**config.mk**
```make
export PLATFORM = sky130hd
export DESIGN_NAME = prp_walker
export DESIGN_NICKNAME = d
export VERILOG_FILES = /design/src/rtl/prp_pkg.sv /design/src/rtl/prp_geom.sv /design/src/rtl/prp_ptr_chk.sv /design/src/rtl/prp_walker.sv
export SDC_FILE = /design/constraint.sdc
export NUM_CORES = 1
export LEC_CHECK = 0
export BUFFER_PORTS_ARGS = -buffer_cell sky130_fd_sc_hd__buf_2
export CORE_UTILIZATION = 55
export CTS_BUF_LIST = sky130_fd_sc_hd__clkbuf_8
export DETAILED_ROUTE_END_ITERATION = 16
export GPL_TIMING_DRIVEN = 0
export PLACE_DENSITY = 0.89
export SETUP_SLACK_MARGIN = 0.2
export SYNTH_ARGS = -nofsm -noshare
export SYNTH_HDL_FRONTEND = slang
export SYNTH_SLANG_ARGS = --single-unit
```
**constraint.sdc**
```tcl
create_clock -name clk -period 15.9 [get_ports clk]
set_clock_uncertainty 0.05 [all_clocks]
set_input_delay 2.385 -clock clk [delete_from_list [all_inputs] [get_ports clk]]
set_output_delay 2.385 -clock clk [all_outputs]
set_load 0.03 [all_outputs]
```
**src/rtl/prp_pkg.sv**
```systemverilog
package prp_pkg;
    parameter int unsigned PRP_ADDR_W = 64;
    parameter int unsigned PRP_LEN_W  = 32;
    parameter int unsigned PRP_MPS_W  = 2;
    parameter int unsigned PRP_BASE_SHIFT = 12;
    localparam int unsigned PRP_MAX_SHIFT = PRP_BASE_SHIFT + (1 << PRP_MPS_W) - 1;
    localparam int unsigned PRP_IDX_W = PRP_MAX_SHIFT - 3;

    typedef enum logic [2:0] {
        W_IDLE, W_START, W_FIRST, W_FETCH, W_WAIT, W_EMIT, W_DONE
    } walk_st_t;

    typedef struct packed {
        logic [PRP_ADDR_W-1:0] addr;
        logic [PRP_LEN_W-1:0]  len;
    } seg_t;

    function automatic logic [PRP_LEN_W-1:0] len_min(
        input logic [PRP_LEN_W-1:0] a, input logic [PRP_LEN_W-1:0] b);
        return (a < b) ? a : b;
    endfunction
endpackage

```
**src/rtl/prp_geom.sv**
```systemverilog
module prp_geom
    import prp_pkg::*;
#(
    parameter int unsigned ADDR_W = PRP_ADDR_W,
    parameter int unsigned LEN_W  = PRP_LEN_W,
    parameter int unsigned MPS_W  = PRP_MPS_W,
    parameter int unsigned IDX_W  = PRP_IDX_W
) (
    input  logic [MPS_W-1:0]  mps,
    output logic [LEN_W-1:0]  page_size,
    output logic [ADDR_W-1:0] page_mask,
    output logic [IDX_W-1:0]  last_idx
);
    logic [LEN_W-1:0] slots_m1;

    always_comb begin
        page_size = LEN_W'(1) << (PRP_BASE_SHIFT + 32'(mps));
        page_mask = ADDR_W'(page_size) - ADDR_W'(1);
        slots_m1  = (page_size >> 3) - LEN_W'(1);
        last_idx  = slots_m1[IDX_W-1:0];
    end
endmodule

```
**src/rtl/prp_ptr_chk.sv**
```systemverilog
module prp_ptr_chk
    import prp_pkg::*;
#(
    parameter int unsigned ADDR_W = PRP_ADDR_W
) (
    input  logic [ADDR_W-1:0] ptr,
    input  logic [ADDR_W-1:0] page_mask,
    output logic              ok
);
    assign ok = (ptr != '0) && ((ptr & page_mask) == '0);
endmodule

```
**src/rtl/prp_walker.sv**
```systemverilog
module prp_walker
    import prp_pkg::*;
#(
    parameter int unsigned ADDR_W = PRP_ADDR_W,
    parameter int unsigned LEN_W  = PRP_LEN_W,
    parameter int unsigned MPS_W  = PRP_MPS_W,
    localparam int unsigned IDX_W = PRP_IDX_W
) (
    input  logic              clk,
    input  logic              rst,
    input  logic              req_valid,
    output logic              req_ready,
    input  logic [LEN_W-1:0]  req_len,
    input  logic [ADDR_W-1:0] req_ptr1,
    input  logic [ADDR_W-1:0] req_ptr2,
    input  logic [MPS_W-1:0]  req_mps,
    output logic              seg_valid,
    input  logic              seg_ready,
    output logic [ADDR_W-1:0] seg_addr,
    output logic [LEN_W-1:0]  seg_len,
    output logic              rd_valid,
    input  logic              rd_ready,
    output logic [ADDR_W-1:0] rd_addr,
    input  logic              rsp_valid,
    input  logic [ADDR_W-1:0] rsp_data,
    output logic              done,
    output logic              err
);
    walk_st_t          st;
    seg_t              seg_r;
    logic [LEN_W-1:0]  rem_r;
    logic [ADDR_W-1:0] ptr2_r;
    logic [ADDR_W-1:0] tbl_base;
    logic [IDX_W-1:0]  idx_r;
    logic [MPS_W-1:0]  mps_r;
    logic              err_r;

    logic [LEN_W-1:0]  page_size;
    logic [ADDR_W-1:0] page_mask;
    logic [IDX_W-1:0]  last_idx;
    logic              ptr2_ok, ent_ok;
    logic [LEN_W-1:0]  first_off, first_len;

    prp_geom #(.ADDR_W(ADDR_W), .LEN_W(LEN_W), .MPS_W(MPS_W), .IDX_W(IDX_W)) u_geom (
        .mps(mps_r), .page_size(page_size), .page_mask(page_mask), .last_idx(last_idx)
    );

    prp_ptr_chk #(.ADDR_W(ADDR_W)) u_chk_p2 (
        .ptr(ptr2_r), .page_mask(page_mask), .ok(ptr2_ok)
    );

    prp_ptr_chk #(.ADDR_W(ADDR_W)) u_chk_ent (
        .ptr(rsp_data), .page_mask(page_mask), .ok(ent_ok)
    );

    assign first_off = seg_r.addr[LEN_W-1:0] & page_mask[LEN_W-1:0];
    assign first_len = len_min(rem_r, page_size - first_off);

    always_ff @(posedge clk) begin
        if (rst) begin
            st       <= W_IDLE;
            seg_r    <= '0;
            rem_r    <= '0;
            ptr2_r   <= '0;
            tbl_base <= '0;
            idx_r    <= '0;
            mps_r    <= '0;
            err_r    <= 1'b0;
        end else begin
            case (st)
                W_IDLE: if (req_valid) begin
                    seg_r.addr <= req_ptr1;
                    rem_r      <= req_len;
                    ptr2_r     <= req_ptr2;
                    mps_r      <= req_mps;
                    err_r      <= 1'b0;
                    st         <= W_START;
                end
                W_START: begin
                    if (seg_r.addr == '0) begin
                        err_r <= 1'b1;
                        st    <= W_DONE;
                    end else if (rem_r == '0) begin
                        st <= W_DONE;
                    end else begin
                        seg_r.len <= first_len;
                        rem_r     <= rem_r - first_len;
                        st        <= W_FIRST;
                    end
                end
                W_FIRST: if (seg_ready) begin
                    if (rem_r == '0) begin
                        st <= W_DONE;
                    end else if (rem_r <= page_size) begin
                        if (ptr2_ok) begin
                            seg_r.addr <= ptr2_r;
                            seg_r.len  <= rem_r;
                            st         <= W_EMIT;
                        end else begin
                            err_r <= 1'b1;
                            st    <= W_DONE;
                        end
                    end else if (ptr2_r == '0) begin
                        err_r <= 1'b1;
                        st    <= W_DONE;
                    end else begin
                        tbl_base <= ptr2_r;
                        idx_r    <= '0;
                        st       <= W_FETCH;
                    end
                end
                W_FETCH: if (rd_ready) st <= W_WAIT;
                W_WAIT: if (rsp_valid) begin
                    if (!ent_ok) begin
                        err_r <= 1'b1;
                        st    <= W_DONE;
                    end else if (idx_r == last_idx && rem_r > page_size) begin
                        tbl_base <= rsp_data;
                        idx_r    <= '0;
                        st       <= W_FETCH;
                    end else begin
                        seg_r.addr <= rsp_data;
                        seg_r.len  <= len_min(rem_r, page_size);
                        st         <= W_EMIT;
                    end
                end
                W_EMIT: if (seg_ready) begin
                    rem_r <= rem_r - seg_r.len;
                    idx_r <= idx_r + IDX_W'(1);
                    st    <= (rem_r == seg_r.len) ? W_DONE : W_FETCH;
                end
                W_DONE: st <= W_IDLE;
                default: st <= W_IDLE;
            endcase
        end
    end

    assign req_ready = (st == W_IDLE);
    assign seg_valid = (st == W_FIRST) || (st == W_EMIT);
    assign seg_addr  = seg_r.addr;
    assign seg_len   = seg_r.len;
    assign rd_valid  = (st == W_FETCH);
    assign rd_addr   = tbl_base + ADDR_W'({idx_r, 3'b000});
    assign done      = (st == W_DONE);
    assign err       = done && err_r;

    p_seg_hold_r9: assert property (@(posedge clk) disable iff (rst)
        seg_valid && !seg_ready |=> seg_valid && $stable(seg_addr) && $stable(seg_len));

    p_rd_hold_r9: assert property (@(posedge clk) disable iff (rst)
        rd_valid && !rd_ready |=> rd_valid && $stable(rd_addr));

    p_seg_len_bound_r6: assert property (@(posedge clk) disable iff (rst)
        seg_valid |-> (seg_len != '0) && (seg_len <= page_size));

    p_done_pulse_r10: assert property (@(posedge clk) disable iff (rst)
        done |=> !done);

    p_later_seg_aligned_r8: assert property (@(posedge clk) disable iff (rst)
        (st == W_EMIT) |-> ((seg_addr & page_mask) == '0) && (seg_addr != '0));

    p_page_pow2_r1: assert property (@(posedge clk) disable iff (rst)
        $countones(page_size) == 1);

    p_quiet_on_done_r8: assert property (@(posedge clk) disable iff (rst)
        done |-> !seg_valid && !rd_valid);
endmodule

```
* Word-level counts from Yosys, hierarchy flattened *
Index checks and enable logic that the tools add are counted.

operators by class
  $add $sub $neg = 8
  multipliers = 0
  divide/modulo/power cells = 0
  order comparisons = 4
  equal/unequal tests = 27
  shift-type cells = 1
  mux-type cells = 61
  bitwise logic cells = 3
  reductions and logical operators = 27

operators with widths
  cell                     count
  $mux W96                 7
  $mux W64                 8
  $logic_not A64 Y1        4
  $mux W32                 8
  $pmux W32 S3             2
  $pmux W64 S3             1
  $and A64 B64 Y64         2
  $pmux W64 S2             1
  $reduce_bool A64 Y1      2
  $mux W12                 8
  $sub A32 B32 Y32         3
  $add A64 B15 Y64         1
  $lt A32 B32 Y1           2
  $mux W3                  13
  $pmux W12 S3             1
  $sub A32 B1 Y33 const B  1
  $and A32 B32 Y32         1
  $eq A32 B32 Y1           1
  $gt A32 B32 Y1           1
  $le A32 B32 Y1           1
  $logic_not A32 Y1        1
  $ne A2 B2 Y1 const B     16
  $shl A1 B5 Y32 const A   1
  $reduce_and A9 Y1        3
  23 further kinds         42

storage, ports and cells
  flip-flop bits (word level) = 274
  bits in latches = 0
  bits in writable memories = 0
  ROM bits = 0
  input bits = 232
  output and inout bits = 165
  logic and storage cells = 140
  memories kept = 0

* Depth between registers and ports, before layout *
Gate-level depths: netlist of the first run.

  depth in word-level cells = 11
  mapped depth = 36
  gate-level depth less buffers = 31

* By module *
From an unflattened synthesis of the first run, not the netlist that was laid out.

unflattened totals
  cell total of the unflattened synthesis = 3153
  area total of the unflattened synthesis = 23719.0 µm²

modules (own cells, without submodules)
  module       instances  cells each  area an instance (µm²)  seq. area each (µm²)
  prp_walker   1          2919        21961.1                 5485.3
  prp_ptr_chk  2          61          466.7                   0.0
  prp_geom     1          112         824.5                   0.0

* Least setup slack after synthesis of the first run *
Ideal clock, no wire load.

  kind = reg-to-reg
  start point = register mps_r[1]
  end point = register rem_r[30]
  library setup time = 0.132 ns
  data arrival time = 7.813 ns
  required time = 15.718 ns
  slack = 7.905 ns
  stages on the path, launching flop included = 35
  buffers on the path = 7
  period minus slack after synthesis = 7.995 ns
  cell sequence = dfxtp_1 -> clkbuf_1 -> and2_1 -> clkbuf_1 -> inv_1 -> ha_1 -> and4b_1 -> inv_1 -> nand2_1 -> buf_1 -> clkinv_1 -> nand2_1 -> a21oi_1 -> nand2b_1 -> ha_1 -> nand4_1 -> or4_1 -> a2111oi_0 -> a21o_1 -> buf_2 -> buf_2 -> buf_1 -> clkbuf_1 -> nand2_1 -> ha_1 -> a21o_1 -> maj3_1 -> o2111a_1 -> a211oi_2 -> o211ai_2 -> a311oi_2 -> o31ai_1 -> a221oi_1 -> mux2i_1 -> a21oi_1

between the ends
  cells in the longest elaborated chain, start to end = 11

RTL lines
  what                    line               source
  start, declared         prp_walker.sv:35   logic [MPS_W-1:0] mps_r;
  start signal, assigned  prp_walker.sv:75   mps_r <= req_mps;
  $add A4 B2 Y5 (*)       prp_geom.sv:17     page_size = LEN_W'(1) << (PRP_BASE_SHIFT + 32'(mps));
  $shl A1 B5 Y32 (*)      prp_geom.sv:17
  $sub A32 B1 Y33         prp_geom.sv:18     page_mask = ADDR_W'(page_size) - ADDR_W'(1);
  $and A32 B32 Y32        prp_walker.sv:56   assign first_off = seg_r.addr[LEN_W-1:0] & page_mask[LEN_W-1:0];
  $sub A32 B32 Y32 (*)    prp_walker.sv:57   assign first_len = len_min(rem_r, page_size - first_off);
  $lt A32 B32 Y1          prp_pkg.sv:20      return (a < b) ? a : b;
  $mux W32 (*)            prp_pkg.sv:20
  $sub A32 B32 Y32 (*)    prp_walker.sv:87   rem_r <= rem_r - first_len;
  $mux W32 (*)            prp_walker.sv:83   end else if (rem_r == '0) begin
  $mux W32 (*)            prp_walker.sv:80   if (seg_r.addr == '0) begin
  $pmux W32 S3 (*)        prp_walker.sv:70   case (st)
  end signal, assigned    prp_walker.sv:73   rem_r <= req_len;
  end signal, assigned    prp_walker.sv:87
  end signal, assigned    prp_walker.sv:128  rem_r <= rem_r - seg_r.len;
  end, declared           prp_walker.sv:31   logic [LEN_W-1:0] rem_r;

Every way passes the cells marked *; elsewhere a longest branch is shown, timed or not. The select of a mux whose other input is x is not followed.
A chain may end at the register's enable or synchronous reset.

* Final worst setup path of the first run *
Same ends and word-level chain as after synthesis.

==> results of run 1 <==
worst min-delay path by stage:
stage	from	to	slack, ns	cells after the start
3_5_place_dp	ptr2_r[31]$_SDFFE_PP0P_	ptr2_r[31]$_SDFFE_PP0P_	0.43	2
6_report	ptr2_r[31]$_SDFFE_PP0P_	ptr2_r[31]$_SDFFE_PP0P_	0.44	2
5_1_grt	ptr2_r[31]$_SDFFE_PP0P_	ptr2_r[31]$_SDFFE_PP0P_	0.46	2
4_1_cts	ptr2_r[31]$_SDFFE_PP0P_	ptr2_r[31]$_SDFFE_PP0P_	0.44	2
3_3_place_gp	ptr2_r[6]$_SDFFE_PP0P_	ptr2_r[6]$_SDFFE_PP0P_	0.42	2
2_1_floorplan	ptr2_r[31]$_SDFFE_PP0P_	ptr2_r[31]$_SDFFE_PP0P_	0.41	2
cell families after synthesis:
family          count (synthesis)  synth area share, %
compound gates                827                28.47
xor+xnor                      145                7.070
fa+ha+maj                      94                6.052
buf+inv                       277                5.533
flops                         274                28.08
mux                            11               0.5764
simple gates                  990                24.23
registers in the layout, indices dropped and copies added (netlist names):
signal / count
seg_addr: 64
mps_r: 2
rem_r: 32
tbl_base: 64
ptr2_r: 64
idx_r: 12
seg_len: 32
err_r: 1
st: 3
routing by layer:
metal,track usage [%],wire [um],vias up
li1,-,-,10530
met4,45.72,9601,6
met1,54.88,32610,11050
met2,79.50,41290,1762
met3,13.19,10060,554
met5,0,42,-
cell usage in the layout (no fill, tap or decap), types with 9 or more instances in the layout:
cell type,n
o21a_1,13
nor3_1,55
and3_1,28
nor4_1,60
xor2_1,37
a221oi_1,86
nand2_1,251
o31ai_1,9
o21bai_1,11
nand4_1,38
o21ai_0,87
a21boi_0,9
and2_1,85
dfxtp_1,274
buf_2,406
inv_1,108
nor2b_1,15
or4_1,10
a21o_1,41
a31oi_1,20
nand3_1,59
a211oi_1,176
diode_2,14
a21oi_1,274
mux2i_1,9
buf_1,13
ha_1,88
nor2_1,319
or3_1,11
nand2b_1,20
xnor2_1,100
clkbuf_8,53
o211ai_1,12
clkbuf_1,154
a211o_1,9
metrics by stage:
stage          hold WS [ns]  instances  setup WS, ns
2_1_floorplan        0.4072       2618         7.905
3_3_place_gp         0.4220       3469         4.601
3_5_place_dp         0.4308       3471         5.233
4_1_cts              0.4391       3551         5.190
5_1_grt              0.4562       3554         4.611
6_report             0.4399       3565         4.864
tightest hold or removal path, delay by kind of cell (launching register included):
family	cells	cell delay, ns
flip-flops	1	0.33
AND/OR/NAND/NOR	1	0.06
AO/OA/AOI/OAI	1	0.05
final cells by class:
| cell class | count | area, um^2 |
|---|---|---|
| fill | 3060 | 11650 |
| buffer | 182 | 724.4 |
| tap | 455 | 569.3 |
| sequential | 274 | 5485 |
| clock buffer | 53 | 729.5 |
| clock inverter | 27 | 192.7 |
| antenna | 14 | 35.03 |
| timing repair buffer | 398 | 1994 |
| inverter | 95 | 356.6 |
| multi-input combinational | 2067 | 12980 |
report_power, final:
group	leakage, nW	internal (mW)	switching [mW]
logic	6.77	1.48	2.94
registers	2.25	0.907	0.326
clock network	0.535	0.339	0.322
==> impl_metrics.ini, run 1 <==
[run_status]
outcome = completed

[timing]
rsz0062_at_grt = no
slew_headroom_pct = 10.95
maxSlewViolCount = 0
fin_setup_tns_ns = 0
worst_pin_slew_ns = 1.324
finalSetupViolCount = 0
fin_crit_sh_pct = 69.41
max_freq_mhz = 90.61
hold_viol = 0
period_minus_slack_ns = 11.04

[floorplan]
die_h_um = 190.5
coreArea_um2 = 34710
die-width_um = 190.5
design.die.area_um2 = 36280
start_util_pct = 56.28
pin_count = 397
rows = 68

[synth]
synth_fp_nets = 2940
synth_ff_type = dfxtp_1
synth_cell_types = 101
synth_top_area_share_pct = 28.08
ys.warnings.count = 0
synth-edff-count = 0
synth_area_leaders = dfxtp_1 (28%), a21oi_1 (7.0%), a211oi_1 (6.8%)
synth_seq_cells = 274
synth_top_area_cell = dfxtp_1
async_flop_share_pct = 0
syn-cell-area_um2 = 19540
yosys.cell_count.top_type = nor2_1
ys_top_cells_by_count = nor2_1 (319), a21oi_1 (274), dfxtp_1 (274)
syn_area_per_cell_um2 = 7.463
yosysSeqAreaShare_pct = 28.08
synth_cells = 2618

[power]
cellPowerDensity_nw_per_um2 = 273.7
peakVddDrop_mv = 0.1863
p_leak_nw = 9.554
p_total_mw = 6.313

[global_route]
grt_antenna_before_repair = 14
grt_max_degree = 15
grt.total_usage_pct = 50.13
overflow = 0
grt_pass1_vias = 22780
grt_pass1_wl_um = 136000

[worst_setup_path]
crit_slowest_cell = clkbuf_1
start_kind = flop
regToRegEndpoint = rem_r[30]$_SDFFE_PP0P_
critPathCapture = rem_r[30]$_SDFFE_PP0P_
r2r_cells = 34
reg2reg_from = mps_r[1]$_SDFFE_PP0P_
crit_path_max_fanout = 10
worstSetupStartpoint = mps_r[1]$_SDFFE_PP0P_
cp.arrival_ns = 11.47
worst_ep_required_time_ns = 16.34
crit_type = reg2reg
r2r_setup_slack_ns = 4.86
cpPeakStageDelay_ns = 0.61
critPathCaptureType = flop
path_buf_inv = 10
worst-path-stages = 34
cp_top_family = buffers and inverters

[placement]
place_area_um2 = 22110
hpwl_um = 73960
gp_congestion = 1.059
io_buffers = 396

[clock_tree]
clk_pin_slew_ns = 0.07
htree_levels = 2
cts_tree = yes
clock_path_buffers = 3
post_cts_resized = 0
post_cts_buffers = 0
cts.sinks = 274
hold_buffers = 0
cts_made_buffers = 46
root_buffer = clkbuf_8
clk_latency_ns = 0.66

[drt]
num_vias = 23900
post_drt_wl_per_cell_um = 26.26
drc_errors = 0
via_per_inst = 6.704
first_pass_iters = 8
totalWireLength_um = 93600
ant_nets = 0
drt-initial-drc-count = 2771

[cells_and_area]
design_area_um2 = 23060
fin_util_pct = 66.44
nets = 3386
drive_gt1_share_pct = 16.51
areaGrowthSynthToFinish_pct = 18.05

[run]
maxCapViolCount = 0

[hold_path]
hold_class = reg2reg
Note: power is estimated with default switching activity, not from simulation.
==> run 2, diff against run 1 <==
Clock period 15.9 ns to 10.27 ns, I/O delays scaled along.
==> run 2 against run 1 <==
  * Die area stayed put
  * Register-to-register slack got worse by 4.3 ns
  * First-iteration DRC count up 5.2%
  * Non-clock buffer count stayed put
  * Via count barely moved
  * Sequential cell count is the same
  * Worst setup slack got worse by 4.3 ns
  * Global-route usage about the same
  * Critical path type unchanged
==> impl_metrics.ini, run 2 (same netlist as run 1, synthesis figures left out) <==
[run_status]
outcome = completed

[cells_and_area]
areaGrowthSynthToFinish_pct = 18.32
fin_cells = 3567
fin_util_pct = 66.59
design_area_um2 = 23120
layout.cells.most_common = buf_2
layout_common_cells = buf_2 (407), nor2_1 (319), dfxtp_1 (274)
nets = 3386
drive_gt1_share_pct = 16.80

[floorplan]
rows = 68
coreArea_um2 = 34710
die_h_um = 190.5
pin_count = 397
die-width_um = 190.5
start_util_pct = 56.28
design.die.area_um2 = 36280

[placement]
hpwl_um = 73960
dp.cells = 3471
gp_congestion = 1.059
place_area_um2 = 22110
io_buffers = 396

[worst_setup_path]
r2r_cells = 35
crit_type = reg2reg
start_kind = flop
cpPeakStageDelay_ns = 0.51
r2r_setup_slack_ns = 0.59
cp_top_family = buffers and inverters
cp.arrival_ns = 10.09
reg2reg_from = mps_r[0]$_SDFFE_PP0P_
cp_common_cell = buf_2
critPathCaptureType = flop
crit_slowest_cell = or4_1
worst_ep_required_time_ns = 10.69
regToRegEndpoint = rem_r[26]$_SDFFE_PP0P_
path_buf_inv = 11
crit_path_max_fanout = 10

[clock_tree]
cts_tree = yes
cts_made_buffers = 46
htree_levels = 2
root_buffer = clkbuf_8
post_cts_buffers = 0
clock_path_buffers = 3
clk_latency_ns = 0.66
post_cts_resized = 6
cts.sinks = 274
hold_buffers = 0
clk_pin_slew_ns = 0.06

[global_route]
grt_pass1_vias = 22770
overflow = 0
met3_usage_pct = 13.03
grt_pass1_wl_um = 136000
busiest_layer = met2
grt.total_usage_pct = 50.15
grt_max_degree = 15
grt_use_met1_pct = 55.04
grt_antenna_before_repair = 14
grt.met2_usage_pct = 79.37

[timing]
maxSlewViolCount = 0
slew_headroom_pct = 8.107
rsz0062_at_grt = no
fin_crit_sh_pct = 94.24
fin_setup_tns_ns = 0
holdWs_ns = 0.4436
max_freq_mhz = 103.3
finalSetupViolCount = 0
worst_pin_slew_ns = 1.366
period_minus_slack_ns = 9.678
hold_viol = 0

[hold_path]
min_delay_worst_endpoint = ptr2_r[31]$_SDFFE_PP0P_
min_from = ptr2_r[31]$_SDFFE_PP0P_
hold_class = reg2reg
hold_path_depth = 2

[power]
cellPowerDensity_nw_per_um2 = 423.8
peakVddDrop_mv = 0.2884
p_leak_nw = 9.575

[drt]
num_vias = 23880
drc_errors = 0
ant_nets = 0
post_drt_wl_per_cell_um = 26.20
first_pass_iters = 9
drt-initial-drc-count = 2916
via_per_inst = 6.694
totalWireLength_um = 93440

[run]
maxCapViolCount = 0
==> run 2: routing by layer <==
metal | share of wire (%) | vias to the layer above
met2 | 44 | 1839
li1 | - | 10530
met3 | 11 | 583
met1 | 34 | 10920
met4 | 11 | 6
met5 | 0.031 | -
==> run 2: how the worst max path moves through the flow <==
stage / to / cells past startpoint / slack, ns / from
6_report: rem_r[26]$_SDFFE_PP0P_ / 35 / 0.59 / mps_r[0]$_SDFFE_PP0P_
5_1_grt: rem_r[30]$_SDFFE_PP0P_ / 35 / 0.21 / mps_r[0]$_SDFFE_PP0P_
4_1_cts: rem_r[30]$_SDFFE_PP0P_ / 35 / 0.26 / mps_r[1]$_SDFFE_PP0P_
3_5_place_dp: rem_r[30]$_SDFFE_PP0P_ / 34 / -0.40 / mps_r[1]$_SDFFE_PP0P_
3_3_place_gp: rem_r[30]$_SDFFE_PP0P_ / 34 / -1.03 / mps_r[1]$_SDFFE_PP0P_
2_1_floorplan: rem_r[30]$_SDFFE_PP0P_ / 34 / 2.27 / mps_r[1]$_SDFFE_PP0P_
==> run 2: per-stage QoR <==
step | power [mW] | setup WS, ns
finish | 9.797 | 0.5916
global route | 10.26 | 0.2087
CTS | 9.465 | 0.2582
detailed placement | 8.410 | -0.3970
global placement | 8.271 | -1.029
floorplan | 6.359 | 2.275
==> run 2: power breakdown <==
| group | total [mW] | switching (mW) | internal [mW] |
|---|---|---|---|
| Sequential | 1.91 | 0.506 | 1.40 |
| Clock | 1.02 | 0.498 | 0.525 |
| Combinational | 6.86 | 4.55 | 2.31 |
==> run 2: area by class of cell <==
cell class / count / area, um^2
Antenna cell: 16 / 40.04
Buffer: 182 / 729.5
Clock buffer: 53 / 729.5
Clock inverter: 27 / 192.7
Fill cell: 3057 / 11600
Inverter: 95 / 360.3
Multi-Input combinational cell: 2067 / 13020
Sequential cell: 274 / 5485
Tap cell: 455 / 569.3
Timing Repair Buffer: 398 / 1994
==> run 2: worst min-delay path, stage by stage (launching register included) <==
cell     delay, ns
dfxtp_1       0.33
nand2_1       0.06
a21oi_1       0.05
